<file path="config.mk">
export PLATFORM = sky130hd
export DESIGN_NAME = fbreg_ctrl
export DESIGN_NICKNAME = d
export VERILOG_FILES = /design/src/rtl/fbreg_pkg.sv /design/src/rtl/fbreg_rst_sync.sv /design/src/rtl/fbreg_decode.sv /design/src/rtl/fbreg_intr.sv /design/src/rtl/fbreg_gregs.sv /design/src/rtl/fbreg_ctrl.sv
export SDC_FILE = /design/constraint.sdc
export NUM_CORES = 1
export LEC_CHECK = 0
export BUFFER_PORTS_ARGS = -buffer_cell sky130_fd_sc_hd__buf_2
export CAP_MARGIN = 25
export CORE_ASPECT_RATIO = 1.25
export CORE_UTILIZATION = 60
export DETAILED_ROUTE_END_ITERATION = 8
export GPL_ROUTABILITY_DRIVEN = 0
export GPL_TIMING_DRIVEN = 0
export PLACE_DENSITY = 0.74
export SETUP_SLACK_MARGIN = 0.5
export SLEW_MARGIN = 20
export SYNTH_ARGS = -nofsm -noshare
export SYNTH_HDL_FRONTEND = slang
export SYNTH_HIERARCHICAL = 1
export SYNTH_SLANG_ARGS = --single-unit
</file>
<file path="constraint.sdc">
create_clock -name clk -period 4.8 [get_ports clk]
set_clock_uncertainty 0.15 [all_clocks]
set_input_delay 0.24 -clock clk [delete_from_list [all_inputs] [get_ports clk]]
set_output_delay 0.24 -clock clk [all_outputs]
set_load 0.03 [all_outputs]
</file>
<file path="src/rtl/fbreg_pkg.sv">
package fbreg_pkg;
  localparam int FB_ADDR_W   = 5;
  localparam int FB_DATA_W   = 8;
  localparam int FB_CTRL_OFF = 16;
  localparam int FB_STAT_OFF = 17;
  localparam int FB_GEN_BASE = 18;
  localparam int FB_IE_BIT   = 7;
  localparam int FB_PEND_BIT = 7;
  localparam logic [7:0] FB_STAT_ID = 8'h61;
endpackage

</file>
<file path="src/rtl/fbreg_rst_sync.sv">
module fbreg_rst_sync #(
  parameter int STAGES = 2
) (
  input  logic clk,
  input  logic rst_n,
  output logic rst_sync_n
);
  logic [STAGES-1:0] sync_q;
  logic [STAGES-1:0] sync_d;

  always_comb sync_d = {sync_q[STAGES-2:0], 1'b1};

  always_ff @(posedge clk or negedge rst_n) begin
    if (!rst_n) sync_q <= '0;
    else        sync_q <= sync_d;
  end

  assign rst_sync_n = sync_q[STAGES-1];
endmodule

</file>
<file path="src/rtl/fbreg_decode.sv">
module fbreg_decode #(
  parameter int ADDR_W   = 5,
  parameter int CTRL_OFF = 16,
  parameter int STAT_OFF = 17,
  parameter int GEN_BASE = 18,
  parameter int NGEN     = 14,
  parameter int IDX_W    = 4
) (
  input  logic              wr_en,
  input  logic [ADDR_W-1:0] addr,
  output logic              hit_ctrl,
  output logic              hit_stat,
  output logic              hit_gen,
  output logic [IDX_W-1:0]  gen_idx,
  output logic              wr_ctrl,
  output logic              wr_stat,
  output logic [NGEN-1:0]   gen_we
);
  always_comb begin
    hit_ctrl = (int'(addr) == CTRL_OFF);
    hit_stat = (int'(addr) == STAT_OFF);
    hit_gen  = (int'(addr) >= GEN_BASE) && (int'(addr) < GEN_BASE + NGEN);
    gen_idx  = IDX_W'(int'(addr) - GEN_BASE);
    wr_ctrl  = wr_en && hit_ctrl;
    wr_stat  = wr_en && hit_stat;
    for (int i = 0; i < NGEN; i++) begin
      gen_we[i] = wr_en && (int'(addr) == GEN_BASE + i);
    end
  end
endmodule

</file>
<file path="src/rtl/fbreg_intr.sv">
module fbreg_intr #(
  parameter int DATA_W   = 8,
  parameter int IE_BIT   = 7
) (
  input  logic              clk,
  input  logic              rst_n,
  input  logic              wr_ctrl,
  input  logic              wr_stat,
  input  logic [DATA_W-1:0] wdata,
  input  logic              vsync,
  output logic [DATA_W-1:0] ctrl_q,
  output logic              pend_q
);
  logic [DATA_W-1:0] ctrl_d;
  logic              pend_d;
  logic              frame_set;

  always_comb begin
    ctrl_d    = wr_ctrl ? wdata : ctrl_q;
    frame_set = vsync && ctrl_q[IE_BIT];
    if (frame_set)    pend_d = 1'b1;
    else if (wr_stat) pend_d = 1'b0;
    else              pend_d = pend_q;
  end

  always_ff @(posedge clk or negedge rst_n) begin
    if (!rst_n) begin
      ctrl_q <= '0;
      pend_q <= 1'b0;
    end else begin
      ctrl_q <= ctrl_d;
      pend_q <= pend_d;
    end
  end

  // an enabled frame event always leaves pending set
  a_r3_vsync_sets: assert property (@(posedge clk) disable iff (!rst_n)
    (vsync && ctrl_q[IE_BIT]) |=> pend_q);
  // a disabled frame event never raises a clear flag
  a_r4_disabled_no_set: assert property (@(posedge clk) disable iff (!rst_n)
    (!pend_q && !(vsync && ctrl_q[IE_BIT])) |=> !pend_q);
  // a lone status write clears pending
  a_r5_write_clears: assert property (@(posedge clk) disable iff (!rst_n)
    (wr_stat && !(vsync && ctrl_q[IE_BIT])) |=> !pend_q);
  // pending holds without a clear or an enabled frame event
  a_r9_pending_holds: assert property (@(posedge clk) disable iff (!rst_n)
    (!wr_stat && !(vsync && ctrl_q[IE_BIT])) |=> $stable(pend_q));
  // control captures the written byte
  a_r2_ctrl_write: assert property (@(posedge clk) disable iff (!rst_n)
    wr_ctrl |=> (ctrl_q == $past(wdata)));
endmodule

</file>
<file path="src/rtl/fbreg_gregs.sv">
module fbreg_gregs #(
  parameter int DATA_W = 8,
  parameter int NGEN   = 14,
  parameter int IDX_W  = 4
) (
  input  logic              clk,
  input  logic              rst_n,
  input  logic [NGEN-1:0]   gen_we,
  input  logic [DATA_W-1:0] wdata,
  input  logic [IDX_W-1:0]  rd_idx,
  output logic [DATA_W-1:0] rd_data
);
  logic [DATA_W-1:0] byte_q [NGEN];
  logic [DATA_W-1:0] byte_d [NGEN];

  for (genvar g = 0; g < NGEN; g++) begin : g_byte
    always_comb byte_d[g] = gen_we[g] ? wdata : byte_q[g];

    always_ff @(posedge clk or negedge rst_n) begin
      if (!rst_n) byte_q[g] <= '0;
      else        byte_q[g] <= byte_d[g];
    end

    // a write lands in its own byte
    a_r7_byte_write: assert property (@(posedge clk) disable iff (!rst_n)
      gen_we[g] |=> (byte_q[g] == $past(wdata)));
    // a byte not written keeps its value
    a_r7_byte_hold: assert property (@(posedge clk) disable iff (!rst_n)
      !gen_we[g] |=> $stable(byte_q[g]));
  end

  always_comb begin
    rd_data = '0;
    for (int i = 0; i < NGEN; i++) begin
      if (int'(rd_idx) == i) rd_data = byte_q[i];
    end
  end
endmodule

</file>
<file path="src/rtl/fbreg_ctrl.sv">
module fbreg_ctrl
  import fbreg_pkg::*;
#(
  parameter int ADDR_W = FB_ADDR_W,
  parameter int DATA_W = FB_DATA_W
) (
  input  logic              clk,
  input  logic              rst_n,
  input  logic              wr_en,
  input  logic [ADDR_W-1:0] addr,
  input  logic [DATA_W-1:0] wdata,
  output logic [DATA_W-1:0] rdata,
  input  logic              vsync,
  output logic              irq
);
  localparam int WIN_BYTES = 1 << ADDR_W;
  localparam int NGEN      = WIN_BYTES - FB_GEN_BASE;
  localparam int IDX_W     = $clog2(NGEN);

  logic              rst_s_n;
  logic              hit_ctrl, hit_stat, hit_gen;
  logic              wr_ctrl, wr_stat;
  logic [IDX_W-1:0]  gen_idx;
  logic [NGEN-1:0]   gen_we;
  logic [DATA_W-1:0] ctrl_q;
  logic              pend_q;
  logic [DATA_W-1:0] gen_rd;
  logic [DATA_W-1:0] stat_val;

  fbreg_rst_sync #(.STAGES(2)) u_rst (
    .clk(clk), .rst_n(rst_n), .rst_sync_n(rst_s_n)
  );

  fbreg_decode #(
    .ADDR_W(ADDR_W), .CTRL_OFF(FB_CTRL_OFF), .STAT_OFF(FB_STAT_OFF),
    .GEN_BASE(FB_GEN_BASE), .NGEN(NGEN), .IDX_W(IDX_W)
  ) u_dec (
    .wr_en(wr_en), .addr(addr), .hit_ctrl(hit_ctrl), .hit_stat(hit_stat),
    .hit_gen(hit_gen), .gen_idx(gen_idx), .wr_ctrl(wr_ctrl),
    .wr_stat(wr_stat), .gen_we(gen_we)
  );

  fbreg_intr #(.DATA_W(DATA_W), .IE_BIT(FB_IE_BIT)) u_intr (
    .clk(clk), .rst_n(rst_s_n), .wr_ctrl(wr_ctrl), .wr_stat(wr_stat),
    .wdata(wdata), .vsync(vsync), .ctrl_q(ctrl_q), .pend_q(pend_q)
  );

  fbreg_gregs #(.DATA_W(DATA_W), .NGEN(NGEN), .IDX_W(IDX_W)) u_gen (
    .clk(clk), .rst_n(rst_s_n), .gen_we(gen_we), .wdata(wdata),
    .rd_idx(gen_idx), .rd_data(gen_rd)
  );

  always_comb begin
    stat_val              = DATA_W'(FB_STAT_ID);
    stat_val[FB_PEND_BIT] = pend_q;
    if (hit_ctrl)      rdata = ctrl_q;
    else if (hit_stat) rdata = stat_val;
    else if (hit_gen)  rdata = gen_rd;
    else               rdata = '0;
  end

  assign irq = pend_q;

  // low half of the window reads zero
  a_r8_low_reads_zero: assert property (@(posedge clk) disable iff (!rst_s_n)
    (int'(addr) < FB_CTRL_OFF) |-> (rdata == '0));
  // at most one target decoded
  a_r8_single_target: assert property (@(posedge clk) disable iff (!rst_s_n)
    $onehot0({hit_ctrl, hit_stat, hit_gen}));
  // identity bits of status are fixed
  a_r5_status_id: assert property (@(posedge clk) disable iff (!rst_s_n)
    hit_stat |-> (rdata[FB_PEND_BIT-1:0] == FB_STAT_ID[FB_PEND_BIT-1:0]));
  // irq pin agrees with the status pending bit
  a_r9_irq_matches_status: assert property (@(posedge clk) disable iff (!rst_s_n)
    hit_stat |-> (rdata[FB_PEND_BIT] == irq));
endmodule

</file>
* Word-level counts from Yosys, hierarchy flattened *
Index checks and enable logic that the tools add are counted.

word-level totals
  word-level logic and storage cells = 86
  output and inout bits = 9
  bits in registers = 123
  bits of input ports = 17

cells by class
  reductions and logical operators = 19
  $add $sub $neg = 1
  order comparisons = 1
  equal/unequal tests = 29
  muxes and demuxes = 19

operators by type and width
  cell                                                                    number
  8-bit 2-to-1 mux                                                        17
  5-bit equality test (second input constant)                             8
  4-bit equality test (second input constant)                             8
  5-bit by 4-bit equality test with 1-bit output (second input constant)  4
  1-bit logical AND                                                       17
  4-bit by 3-bit equality test with 1-bit output (second input constant)  4
  5-bit by 3-bit equality test with 1-bit output (second input constant)  2
  5-bit by 1-bit equality test with 1-bit output (second input constant)  1
  5-bit by 2-bit equality test with 1-bit output (second input constant)  1
  5-bit greater-or-equal comparator (second input constant)               1
  4-bit by 2-bit equality test with 1-bit output (second input constant)  1
  4-bit logical NOT                                                       1
  4-bit by 2-bit subtractor with 4-bit output (second input constant)     1
  1-bit 2-to-1 mux                                                        2
  2-bit nonzero test                                                      1

* Depth between registers and ports, before layout *
  depth after elaboration = 19
  gate-level depth with buffers = 13
  depth with buffers taken out = 10

* Hierarchy *
Netlist, hierarchy kept.

by module, submodules not included
  module          sequential area each (um^2)  cells each  area each (um^2)  times used
  fbreg_gregs     2,802.7                      437         5,360.1           1
  fbreg_intr      225.2                        21          369.1             1
  fbreg_decode    0.0                          38          209.0             1
  fbreg_ctrl      0.0                          27          148.9             1
  fbreg_rst_sync  50.0                         3           53.8              1

* Worst setup path after synthesis *
Ideal clock, no wire load.

  path type = input to output
  start = in addr[1]
  end = out rdata[5]
  cell stages on the path = 12
  slack = 1,777 ps
  arrival = 2,633 ps
  required time = 4,410 ps
  path buffers = 2
  path through = buf_2 > inv_1 > ha_1 > xor2_1 > buf_2 > or3b_1 > o32ai_1 > o22a_1 > a2111oi_1 > o21ai_1 > a21oi_1 > o21ai_0

on the way
  longest elaborated chain between the ends = 19
  elaborated cells between the ends (all ways) = 35
  those cells by class = 1 x add/sub; 1 x order compare; 15 x eq/ne; 17 x mux; 1 x reduce/logical

ends and longest elaborated chain
  what                                             line                source
  start: declaration                               fbreg_ctrl.sv:10    input logic [ADDR_W-1:0] addr,
  4-bit by 2-bit subtractor with 4-bit output (*)  fbreg_decode.sv:23  gen_idx = IDX_W'(int'(addr) - GEN_BASE);
  named net gen_idx[1]                             fbreg_ctrl.sv:23    logic [IDX_W-1:0] gen_idx;
  4-bit logical NOT                                fbreg_gregs.sv:35   if (int'(rd_idx) == i) rd_data = byte_q[i];
  8-bit 2-to-1 mux (13 in a row)                   fbreg_gregs.sv:35
  8-bit 2-to-1 mux (*)                             fbreg_gregs.sv:35
  named net gen_rd[5]                              fbreg_ctrl.sv:27    logic [DATA_W-1:0] gen_rd;
  8-bit 2-to-1 mux (*)                             fbreg_ctrl.sv:58    else if (hit_gen) rdata = gen_rd;
  8-bit 2-to-1 mux (*)                             fbreg_ctrl.sv:57    else if (hit_stat) rdata = stat_val;
  8-bit 2-to-1 mux (*)                             fbreg_ctrl.sv:56    if (hit_ctrl) rdata = ctrl_q;
  end: declaration                                 fbreg_ctrl.sv:12    output logic [DATA_W-1:0] rdata,

Mark *: on every way through the listed nets, which the timed path passes. The rest lies on a longest branch.

* Worst setup path in the final report *
Ends and elaborated chain as after synthesis.

==> impl_metrics.py <==
metrics = {
    "cts": {
        "clock-sinks": 123,
        "clock_path_buffers": 2,
        "postCtsSetupBuffers": 0,
        "clk_latency_ns": 0.41,
        "clk_pin_slew_ns": 0.05,
        "cts_tree": "done",
        "htreeDepth": 4,
        "cts-buffers-inserted": 17,
        "cts_root_buf": "clkbuf_16",
    },
    "power_and_ir_drop": {
        "power_leakage_nw": 3.25,
        "power_density_nw_per_um2": 460,
        "ir_drop_v": 0.000278,
    },
    "routing": {
        "wl_per_cell_um": 23.1,
        "dr.pass1.iters": 6,
        "vias_per_cell": 6.47,
        "postRouteWirelength_um": 16600,
        "postRouteAntennaNets": 0,
        "vias": 4647,
        "drt_iter0_drc": 458,
        "drc_errors": 0,
    },
    "global_routing": {
        "overflow": 0,
        "grt_max_degree": 52,
        "grtUsageTotal_pct": 33.7,
        "grt_pass1_wl_um": 26000,
        "grt_pass1_vias": 4916,
        "antenna_found_initial": 0,
    },
    "layout": {
        "layout-drive-gt1-share_pct": 34.0,
        "fin_util_pct": 74.2,
        "nNetsFinal": 597,
        "syn2layout_area_growth_pct": 17.8,
        "insertedDiodeCount": 0,
        "stdcell_area_um2": 7240,
        "fin_cells": 718,
    },
    "die": {
        "die_x_um": 92.5,
        "die_area_um2": 10600,
        "num_rows": 40,
        "ios": 26,
        "initial_core_util_pct": 62.9,
        "core-area_um2": 9760,
        "chipHeight_um": 115,
    },
    "synthesis": {
        "ys_ff_latch": 123,
        "synthCells": 526,
        "synth_edf_count": 0,
        "async_reset_ff_share_pct": 100,
        "seq_area_frac_synth_pct": 50.1,
        "syn_avg_cell_area_um2": 11.7,
        "syn-num-nets": 544,
        "ys.flop_type": "dfrtp_1",
        "ys_warn_count": 6,
        "syn_area_um2": 6140,
        "yosysUniqueCellTypes": 54,
    },
    "sta": {
        "period_share_pct": 71.9,
        "period_needed_ns": 3.45,
        "max_freq_mhz": 290,
        "finalSetupViolations": 0,
        "relSlewSlack_pct": 44.0,
        "hold_viol_final": 0,
        "slew_viol_final": 0,
        "rsz0062_at_grt": "false",
        "tightest_slew_ns": 0.840,
    },
    "setup_path": {
        "timing.rr.end": "u_gen/byte_q[90]",
        "start_kind": "input port",
        "worstPathRequired_ns": 4.41,
        "critPathCaptureType": "output pin",
        "crit_type": "in -> out",
        "reg2reg_depth": 2,
        "r2r-start": "u_rst/sync_q[1]",
        "arrival_ns": 3.06,
        "path_max_fanout": 10,
        "rrSetupSlack_ns": 3.54,
    },
    "outcome": {
        "status": "finished, final reports clean",
    },
    "hold_path": {
        "holdPathStages": 2,
        "worstHoldStart": "wdata[5]",
        "hp-class": "in -> reg",
        "hold_end": "u_gen/byte_q[13]",
    },
    "placed_design": {
        "place_area_um2": 6470,
        "dp_hpwl_um": 10900,
        "numPortBuffers": 23,
        "placed_cells": 677,
    },
    "flow_run": {
        "cap_viol_max_count": 0,
    },
}
-- layout by cell type (no fill, tap or decap), drive strengths merged, types with 3 or more instances in the layout --
cell type / instances
clkinv: 3
clkinvlp: 3
buf: 47
nand2b: 9
nand3b: 5
nand2: 22
nor2: 35
clkbuf: 44
dfrtp: 123
nor3: 15
dlygate4sd3: 9
a22oi: 3
nand3: 5
a221oi: 5
a221o: 3
a2111oi: 3
mux2i: 19
o32ai: 4
bufinv: 6
nor2b: 4
o22ai: 3
inv: 14
a211oi: 3
o21ai: 26
mux2: 118
a21oi: 30
and3: 3
-- per-stage QoR --
| stage | power [W] | hold WS, ns | setup TNS [ns] | setup WS (ns) |
|---|---|---|---|---|
| finish | 0.00333 | 0.0155 | 0 | 1.35 |
| global placement | 0.00183 | -0.125 | -35.19 | -0.302 |
| global route | 0.00344 | 0.0213 | 0 | 1.20 |
| CTS | 0.00333 | 0.00468 | 0 | 1.49 |
| detailed placement | 0.00187 | -0.122 | 0 | 1.48 |
| floorplan | 0.00171 | -0.206 | 0 | 0.970 |
-- where the power goes --
group / total (W) / switching, W / internal (W)
Combinational: 0.000520 / 0.000257 / 0.000263
Clock: 0.00145 / 0.000454 / 0.000997
Sequential: 0.00136 / 0.000115 / 0.00124
Total: 0.00333 / 0.000826 / 0.00250
-- cells in the mapped netlist (2+ instances only) --
library cell,instances,area (um^2)
buf_4,5,37.5
nand3b_1,5,37.5
nand2_1,22,82.6
and3_1,3,18.8
o22ai_1,3,18.8
a22oi_1,3,22.5
buf_6,5,56.3
a221o_1,3,30.0
nor3_1,15,75.1
nand2b_1,9,56.3
dfrtp_1,123,3080
buf_2,11,55.1
clkbuf_1,24,90.1
a221oi_1,5,43.8
o21ai_0,23,115
nand3_1,5,25.0
o31ai_1,2,15.0
nor2b_1,3,18.8
o22a_1,2,17.5
mux4_2,2,45.0
o32ai_1,4,35.0
a21oi_1,30,150
nor3b_1,2,15.0
nor2_1,35,131
mux2_2,110,1240
inv_1,14,52.6
nand4b_1,2,17.5
o21ai_1,3,15.0
mux2i_1,19,190
mux2_4,8,120
a211oi_1,3,22.5
-- critical path: stages --
cell	delay [ns]
buf_2	0.19
inv_1	0.10
ha_1	0.23
xor2_1	0.29
or2_1	0.15
clkbuf_1	0.39
nor3_1	0.11
o22a_1	0.25
a2111oi_1	0.39
o21ai_1	0.11
a21oi_1	0.29
o21ai_0	0.13
buf_2	0.19
-- timing repair --
| item | in CTS | in global routing |
|---|---|---|
| hold buffers | 9 | 0 |
| resized for setup | 0 | 0 |
| hold endpoints to repair | 26 | 0 |
-- worst max-delay path by stage --
stage,start,end,slack (ns),depth (start not counted)
2_1_floorplan,u_rst/sync_q[1],u_gen/byte_q[0],0.97,0
3_5_place_dp,addr[1],rdata[5],1.48,13
5_1_grt,addr[1],rdata[5],1.20,13
4_1_cts,addr[1],rdata[5],1.49,13
6_report,addr[1],rdata[5],1.35,13
3_3_place_gp,u_rst/sync_q[1],u_intr/ctrl_q[1],-0.30,0
-- metal layers --
metal | share of wire (%) | GRT usage [%]
met1 | 38 | 40.4
met2 | 49 | 53.8
met3 | 7.3 | 8.40
met4 | 5.6 | 22.9
met5 | 0 | 0
-- final cells by class --
type | count | area (um^2)
sequential | 123 | 3080
tap | 126 | 158
buffer | 46 | 254
timing repair buffer | 34 | 260
fill | 647 | 2520
inverter | 14 | 52.6
clock inverter | 12 | 218
multi-input combinational | 343 | 2760
clock buffer | 20 | 457
-- sequential cells by signal, summed over array words and instances, names as in the netlist --
signal,count
u_rst/sync_q,2
u_gen/byte_q,112
u_intr/pend_q,1
u_intr/ctrl_q,8
-- cell families (layout without fill, tap and decap cells) --
family | after synthesis | in the layout | share of synthesized area, %
mux | 139 | 139 | 26.0
flops | 123 | 123 | 50.1
simple gates | 110 | 110 | 9.05
compound gates | 91 | 91 | 9.47
buf+inv | 60 | 126 | 4.99
fa+ha+maj | 1 | 1 | 0.204
other cells | 1 | 1 | 0.0611
xor+xnor | 1 | 1 | 0.143
Note: power is estimated with default switching activity, not from simulation.
